===== src/rtl/stkbr_pkg.sv =====
package stkbr_pkg;

   localparam int OPW = 5;

   typedef enum logic [OPW-1:0] {
      OP_J2   = 5'd0,  OP_J3   = 5'd1,  OP_J4   = 5'd2,  OP_J6   = 5'd3,
      OP_J8   = 5'd4,  OP_JBYT = 5'd5,  OP_JWRD = 5'd6,
      OP_BEQ  = 5'd7,  OP_BNE  = 5'd8,  OP_BEQI = 5'd9,  OP_BNEI = 5'd10,
      OP_BLT  = 5'd11, OP_BGE  = 5'd12, OP_BGT  = 5'd13, OP_BLE  = 5'd14,
      OP_BULT = 5'd15, OP_BUGE = 5'd16, OP_BUGT = 5'd17, OP_BULE = 5'd18,
      OP_BZ3  = 5'd19, OP_BZ4  = 5'd20, OP_BZB  = 5'd21,
      OP_BNZ3 = 5'd22, OP_BNZ4 = 5'd23, OP_BNZB = 5'd24,
      OP_BPEQ = 5'd25, OP_BPNE = 5'd26
   } op_e;

   typedef enum logic [3:0] {
      CK_NEVER, CK_ALWAYS, CK_EQ, CK_NE, CK_LT, CK_GE, CK_GT, CK_LE,
      CK_ULT, CK_UGE, CK_UGT, CK_ULE
   } cond_e;

   typedef enum logic [1:0] { LS_NOS, LS_ALPHA, LS_ZERO, LS_NIB } lhs_e;

   typedef enum logic [2:0] { DS_FIXED, DS_ALPHA, DS_WORD, DS_BETA, DS_NIB } dsel_e;

   typedef struct packed {
      cond_e      cond;
      lhs_e       lhs;
      dsel_e      dsel;
      logic [3:0] fixed;
      logic [1:0] len;
      logic [1:0] pops;
   } dec_t;

endpackage


===== src/rtl/stkbr_decode.sv =====
module stkbr_decode
   import stkbr_pkg::*;
(
   input  logic [OPW-1:0] opcode,
   output dec_t           dec
);

   always_comb begin
      dec = '{cond: CK_NEVER, lhs: LS_NOS, dsel: DS_FIXED,
              fixed: 4'd0, len: 2'd1, pops: 2'd0};
      case (op_e'(opcode))
         OP_J2:   begin dec.cond = CK_ALWAYS; dec.fixed = 4'd2; end
         OP_J3:   begin dec.cond = CK_ALWAYS; dec.fixed = 4'd3; end
         OP_J4:   begin dec.cond = CK_ALWAYS; dec.fixed = 4'd4; end
         OP_J6:   begin dec.cond = CK_ALWAYS; dec.fixed = 4'd6; end
         OP_J8:   begin dec.cond = CK_ALWAYS; dec.fixed = 4'd8; end
         OP_JBYT: begin dec.cond = CK_ALWAYS; dec.dsel = DS_ALPHA; dec.len = 2'd2; end
         OP_JWRD: begin dec.cond = CK_ALWAYS; dec.dsel = DS_WORD;  dec.len = 2'd3; end
         OP_BEQ, OP_BNE: begin
            dec.cond = (op_e'(opcode) == OP_BEQ) ? CK_EQ : CK_NE;
            dec.dsel = DS_ALPHA; dec.len = 2'd2; dec.pops = 2'd2;
         end
         OP_BEQI, OP_BNEI: begin
            dec.cond = (op_e'(opcode) == OP_BEQI) ? CK_EQ : CK_NE;
            dec.lhs  = LS_ALPHA; dec.dsel = DS_BETA; dec.len = 2'd3; dec.pops = 2'd1;
         end
         OP_BLT, OP_BGE, OP_BGT, OP_BLE,
         OP_BULT, OP_BUGE, OP_BUGT, OP_BULE: begin
            case (op_e'(opcode))
               OP_BLT:  dec.cond = CK_LT;
               OP_BGE:  dec.cond = CK_GE;
               OP_BGT:  dec.cond = CK_GT;
               OP_BLE:  dec.cond = CK_LE;
               OP_BULT: dec.cond = CK_ULT;
               OP_BUGE: dec.cond = CK_UGE;
               OP_BUGT: dec.cond = CK_UGT;
               default: dec.cond = CK_ULE;
            endcase
            dec.dsel = DS_ALPHA; dec.len = 2'd2; dec.pops = 2'd2;
         end
         OP_BZ3, OP_BZ4, OP_BZB, OP_BNZ3, OP_BNZ4, OP_BNZB: begin
            dec.lhs  = LS_ZERO; dec.pops = 2'd1;
            dec.cond = (opcode <= 5'(OP_BZB)) ? CK_EQ : CK_NE;
            if (op_e'(opcode) == OP_BZB || op_e'(opcode) == OP_BNZB) begin
               dec.dsel = DS_ALPHA; dec.len = 2'd2;
            end else begin
               dec.fixed = (op_e'(opcode) == OP_BZ3 || op_e'(opcode) == OP_BNZ3) ? 4'd3 : 4'd4;
            end
         end
         OP_BPEQ, OP_BPNE: begin
            dec.cond = (op_e'(opcode) == OP_BPEQ) ? CK_EQ : CK_NE;
            dec.lhs  = LS_NIB; dec.dsel = DS_NIB; dec.len = 2'd2; dec.pops = 2'd1;
         end
         default: ;
      endcase
   end

endmodule


===== src/rtl/stkbr_cond.sv =====
module stkbr_cond
   import stkbr_pkg::*;
#(
   parameter int DW         = 16,
   parameter bit SHARED_SUB = 1'b1
) (
   input  logic [DW-1:0] lhs,
   input  logic [DW-1:0] rhs,
   input  cond_e         cond,
   output logic          hit
);

   logic is_eq, s_lt, u_lt;

   generate
      if (SHARED_SUB) begin : g_shared
         logic [DW:0] diff;
         logic        ovf;
         assign diff  = {1'b0, lhs} - {1'b0, rhs};
         assign ovf   = (lhs[DW-1] != rhs[DW-1]) && (diff[DW-1] != lhs[DW-1]);
         assign s_lt  = diff[DW-1] ^ ovf;
         assign u_lt  = diff[DW];
         assign is_eq = (diff[DW-1:0] == '0);
      end else begin : g_direct
         assign s_lt  = $signed(lhs) < $signed(rhs);
         assign u_lt  = lhs < rhs;
         assign is_eq = lhs == rhs;
      end
   endgenerate

   always_comb begin
      case (cond)
         CK_ALWAYS: hit = 1'b1;
         CK_EQ:     hit = is_eq;
         CK_NE:     hit = !is_eq;
         CK_LT:     hit = s_lt;
         CK_GE:     hit = !s_lt;
         CK_GT:     hit = !s_lt && !is_eq;
         CK_LE:     hit = s_lt || is_eq;
         CK_ULT:    hit = u_lt;
         CK_UGE:    hit = !u_lt;
         CK_UGT:    hit = !u_lt && !is_eq;
         CK_ULE:    hit = u_lt || is_eq;
         default:   hit = 1'b0;
      endcase
   end

endmodule


===== src/rtl/stkbr_target.sv =====
module stkbr_target #(
   parameter int AW = 16,
   parameter int DW = 16
) (
   input  logic [AW-1:0] base,
   input  logic [3:0]    ptr,
   input  logic [1:0]    len,
   input  logic [DW-1:0] disp,
   output logic [AW-1:0] tgt_base,
   output logic [2:0]    tgt_ptr,
   output logic [AW-1:0] ft_base,
   output logic [2:0]    ft_ptr
);

   localparam int XW = ((AW > DW) ? AW : DW) + 5;

   logic signed [XW-1:0] off;
   logic        [AW-1:0] delta;

   // byte offset of the target from the start of the current quadword
   assign off      = XW'($signed(disp)) + $signed(XW'(ptr)) - $signed(XW'(len));
   assign delta    = AW'(off >>> 3) << 2;
   assign tgt_base = base + delta;
   assign tgt_ptr  = off[2:0];

   assign ft_base  = ptr[3] ? base + AW'(4) : base;
   assign ft_ptr   = ptr[2:0];

endmodule


===== src/rtl/stkbr_unit.sv =====
module stkbr_unit
   import stkbr_pkg::*;
#(
   parameter int DW         = 16,
   parameter int AW         = 16,
   parameter bit SHARED_SUB = 1'b1
) (
   input  logic           clk,
   input  logic           rst_n,
   input  logic           start,
   input  logic [4:0]     opcode,
   input  logic [DW-1:0]  tos,
   input  logic [DW-1:0]  nos,
   input  logic [7:0]     alpha,
   input  logic [7:0]     beta,
   input  logic [AW-1:0]  in_base,
   input  logic [3:0]     in_ptr,
   output logic           done,
   output logic           taken,
   output logic [1:0]     pop_cnt,
   output logic [AW-1:0]  out_base,
   output logic [2:0]     out_ptr
);

   generate
      if (DW < 16) begin : g_bad_dw
         $error("stkbr_unit: DW must hold a 16-bit word displacement");
      end
      if (AW < 3) begin : g_bad_aw
         $error("stkbr_unit: AW must cover at least one quadword step");
      end
   endgenerate

   dec_t          dec;
   logic [DW-1:0] lhs, disp;
   logic          hit;
   logic [AW-1:0] tgt_base, ft_base;
   logic [2:0]    tgt_ptr, ft_ptr;

   stkbr_decode u_dec (.opcode(opcode), .dec(dec));

   always_comb begin
      case (dec.lhs)
         LS_ALPHA: lhs = DW'(alpha);
         LS_ZERO:  lhs = '0;
         LS_NIB:   lhs = DW'(alpha[7:4]);
         default:  lhs = nos;
      endcase
   end

   always_comb begin
      case (dec.dsel)
         DS_ALPHA: disp = DW'($signed(alpha));
         DS_WORD:  disp = DW'($signed({alpha, beta}));
         DS_BETA:  disp = DW'($signed(beta));
         DS_NIB:   disp = DW'({1'b0, alpha[3:0]} + 5'd4);
         default:  disp = DW'(dec.fixed);
      endcase
   end

   stkbr_cond #(.DW(DW), .SHARED_SUB(SHARED_SUB)) u_cond (
      .lhs(lhs), .rhs(tos), .cond(dec.cond), .hit(hit)
   );

   stkbr_target #(.AW(AW), .DW(DW)) u_tgt (
      .base(in_base), .ptr(in_ptr), .len(dec.len), .disp(disp),
      .tgt_base(tgt_base), .tgt_ptr(tgt_ptr), .ft_base(ft_base), .ft_ptr(ft_ptr)
   );

   always_ff @(posedge clk) begin
      if (!rst_n) begin
         done     <= 1'b0;
         taken    <= 1'b0;
         pop_cnt  <= 2'd0;
         out_base <= '0;
         out_ptr  <= '0;
      end else if (start) begin
         done     <= 1'b1;
         taken    <= hit;
         pop_cnt  <= dec.pops;
         out_base <= hit ? tgt_base : ft_base;
         out_ptr  <= hit ? tgt_ptr  : ft_ptr;
      end else begin
         done     <= 1'b0;
         taken    <= 1'b0;
         pop_cnt  <= 2'd0;
      end
   end

   AST_DONE_AFTER_START: assert property (@(posedge clk) disable iff (!rst_n)
      start |=> done);
   AST_NO_SPURIOUS_DONE: assert property (@(posedge clk) disable iff (!rst_n)
      !start |=> !done);
   AST_IDLE_QUIET: assert property (@(posedge clk) disable iff (!rst_n)
      !done |-> (!taken && pop_cnt == 2'd0));
   AST_QUAD_ALIGN: assert property (@(posedge clk) disable iff (!rst_n)
      (start && in_base[1:0] == 2'b00) |=> (out_base[1:0] == 2'b00));
   AST_FIXED_TAKEN: assert property (@(posedge clk) disable iff (!rst_n)
      (start && opcode <= 5'd6) |=> (taken && pop_cnt == 2'd0));
   AST_ZERO_POP_ONE: assert property (@(posedge clk) disable iff (!rst_n)
      (start && opcode >= 5'd19 && opcode <= 5'd24) |=> (pop_cnt == 2'd1));
   AST_FALLTHRU: assert property (@(posedge clk) disable iff (!rst_n)
      (start && !hit) |=> (out_base == $past(ft_base) && out_ptr == $past(ft_ptr)));
   AST_UNDEF_QUIET: assert property (@(posedge clk) disable iff (!rst_n)
      (start && opcode >= 5'd27) |=> (!taken && pop_cnt == 2'd0));

endmodule


===== config.mk =====
export PLATFORM = sky130hd
export DESIGN_NAME = stkbr_unit
export DESIGN_NICKNAME = d
export VERILOG_FILES = /design/src/rtl/stkbr_pkg.sv /design/src/rtl/stkbr_decode.sv /design/src/rtl/stkbr_cond.sv /design/src/rtl/stkbr_target.sv /design/src/rtl/stkbr_unit.sv
export SDC_FILE = /design/constraint.sdc
export NUM_CORES = 1
export LEC_CHECK = 0
export ABC_AREA = 1
export ABC_CLOCK_PERIOD_IN_PS = 4800
export BUFFER_PORTS_ARGS = -buffer_cell sky130_fd_sc_hd__clkbuf_2
export CAP_MARGIN = 10
export CORE_MARGIN = 2
export CORE_UTILIZATION = 52
export DETAILED_ROUTE_END_ITERATION = 10
export PLACE_DENSITY_LB_ADDON = 0.1
export SKIP_CTS_REPAIR_TIMING = 1
export SLEW_MARGIN = 30
export SYNTH_ARGS = -nofsm -noshare
export SYNTH_HDL_FRONTEND = slang
export SYNTH_SLANG_ARGS = --single-unit

===== constraint.sdc =====
create_clock -name clk -period 4.8 [get_ports clk]
set_input_delay 0.24 -clock clk [delete_from_list [all_inputs] [get_ports clk]]
set_output_delay 0.24 -clock clk [all_outputs]
set_load 0.01 [all_outputs]

==> impl_metrics.toml <==
[status]
status = "complete, but fails checks"
violations = "setup timing"

[routing]
wirelength_um = 17500
routedWlPerCell_um = 14.9
drt-initial-drc-count = 402
drc = 0
drt_pre_antenna_iters = 5
final_antenna_net_count = 0
drt-vias-per-instance = 5.46
via_count = 6398

[layout]
layout_commonest_cell = "nand2_1"
final_cells = 1171
final_cell_mix = "nand2_1 (164), inv_1 (149), buf_4 (123), clkbuf_2 (93), nor2_1 (73)"
n_antenna_cell = 0
drive_gt1_share_pct = 37.9
nets = 1195
syn2layout_area_growth_pct = 53.6
post-route-util_pct = 82.8

[clocking]
clk_pin_slew_ns = 0.09
cts_buffers = 3
cts-root-buf = "clkbuf_8"
worstSkewPairLatency_ns = 0.27
cts_buffer_depth = 2
h-tree-depth = 1
clock_sinks = 23
cts_tree = "done"

[timing]
setup_slack_ns = -0.146
fmax_mhz = 202
setup_violations = 17
finalCriticalPeriod_ns = 4.95
rsz0062_at_grt = "yes"
drv_slew = 0
hold_viol = 0
worst_slew_pin_slew_ns = 0.624
slew_headroom_pct = 58.4
hold_ws_ns = 0.185
fin_crit_sh_pct = 103
fin_skew_ns = 0

[yosys]
synth-main-ff-cell = "dfxtp_1"
ys_types = 49
synth_nets = 959
synth_cells = 828
synth-async-reset-ratio_pct = 0
syn_area_per_cell_sq_um = 5.73
yosys_register_bits = 23
synth_top_area_share_pct = 15.3
synth_area_sq_um = 4750
synth.largest_area_cell = "nand2_1"
yosys_warnings = 0
synth_edf_count = 0
netlist_top_cells_area = "nand2_1 (15%), ha_1 (13%), inv_1 (12%)"
seq_area_frac_synth_pct = 9.70

[power_and_ir_drop]
leakagePower_nw = 4.08
ir_worst_vdd_uv = 276
p_sw_mw = 1.03
p_seq_share_pct = 10.8
switching_share_pct = 48.4
power_mw = 2.13
power_density_nw_per_um2 = 292
power.share.clock_pct = 5.9
p_int_mw = 1.10
combPwrFrac_pct = 83.2

[critical_path]
setup.worst_path.start = "opcode[1]"
start_kind = "input port"
slowest_stage = "fa_2"
cp.required_ns = 4.98
r2r_start = "out_base[7]"
critPathCaptureType = "flop"
critPathMaxStageDelay_ns = 0.60
r2r_cells = 4
rr_endpoint = "out_base[7]"
crit_type = "in -> reg"
crit_path_max_fanout = 7
critPathArrivalTime_ns = 5.13
rrSetupSlack_ns = 4.08

[die]
num_rows = 34
die_w_um = 99.6
coreArea_sq_um = 8810
die_area_sq_um = 9910
die_h_um = 99.6
pin_count = 99
start_util_pct = 53.9

[placement]
post-place-ws_ns = -0.471
gp_congestion = 0.911
dp_cells = 1133
numPortBuffers = 98
dpl.hpwl_um = 12000

[run]
max_cap_viol_count = 0

[worst_hold_path]
min_path_type = "in -> reg"
hp-start = "in_base[0]"
min_to = "out_base[0]"
hold_depth = 3

[grt]
grt_usage_pct = 29.2
grt_start_max_net_pins = 28
antenna_found_initial = 0
grt.overflow.total = 0
grt_pass1_vias = 5766
grt_pass1_wl_um = 24500
==> power groups by stage <==
stage,Combinational (mW),Sequential (mW),Clock (mW)
after global routing,1.95,0.234,0.136
after floorplan,0.946,0.246,0
after detailed placement,1.51,0.233,0
after global placement,1.46,0.233,0
final,1.77,0.231,0.126
after CTS,1.52,0.229,0.126
==> layout make-up <==
cell class | count | area, sq um
Inverter | 167 | 643
Multi-Input combinational cell | 628 | 4240
Clock buffer | 3 | 41.3
Tap cell | 108 | 135
Timing Repair Buffer | 241 | 1770
Fill cell | 617 | 1510
Clock inverter | 1 | 5.00
Sequential cell | 23 | 460
==> Yosys cell counts, drive strengths merged, types with 7 or more instances <==
| library cell | instances |
|---|---|
| ha | 50 |
| nand4 | 10 |
| a21oi | 66 |
| nand3 | 86 |
| xnor2 | 11 |
| o21ai | 33 |
| inv | 165 |
| nor3 | 8 |
| dfxtp | 23 |
| nor2 | 98 |
| buf | 7 |
| xor2 | 27 |
| nand2 | 195 |
==> critical path: cells and delay by family <==
kind / cells / cell delay [ns]
compound gates: 4 / 0.64
fa+ha+maj: 2 / 0.87
buf+inv: 8 / 1.09
simple gates: 23 / 2.27
==> through the flow <==
stage | instance area (sq um) | TNS, ns
floorplan | 4800 | -0.0297
global placement | 6200 | -2.35
detailed placement | 6200 | -4.43
CTS | 6250 | -0.722
global route | 7290 | -6.52
finish | 7290 | -1.31
==> sequential cells by signal, indices dropped and copies added, names as in the netlist <==
register and cells:
done 1, out_base 16, out_ptr 3, pop_cnt 2
taken 1
==> metal layers <==
| layer | vias to the layer above | GRT usage (%) | share of wire [%] |
|---|---|---|---|
| li1 | 3135 | - | - |
| met1 | 2923 | 38.2 | 43 |
| met2 | 278 | 51.0 | 47 |
| met3 | 62 | 3.09 | 6.7 |
| met4 | 0 | 7.59 | 3.2 |
| met5 | - | 0 | 0 |
==> logic make-up after synthesis <==
logic type      synth area share (%)
simple gates                    37.7
buf+inv                         14.7
compound gates                  15.3
fa+ha+maj                       15.3
xor+xnor                        7.01
flops                           9.70
mux                            0.211
==> how the worst max path moves through the flow <==
stage / end / slack [ns]
after floorplan: out_base[14] / -0.03
after global placement: out_base[15] / -0.27
after detailed placement: out_base[15] / -0.47
after CTS: out_base[15] / -0.21
after global routing: out_base[13] / -0.46
final: out_base[8] / -0.15
No activity file was read; power rests on OpenSTA's default activity.
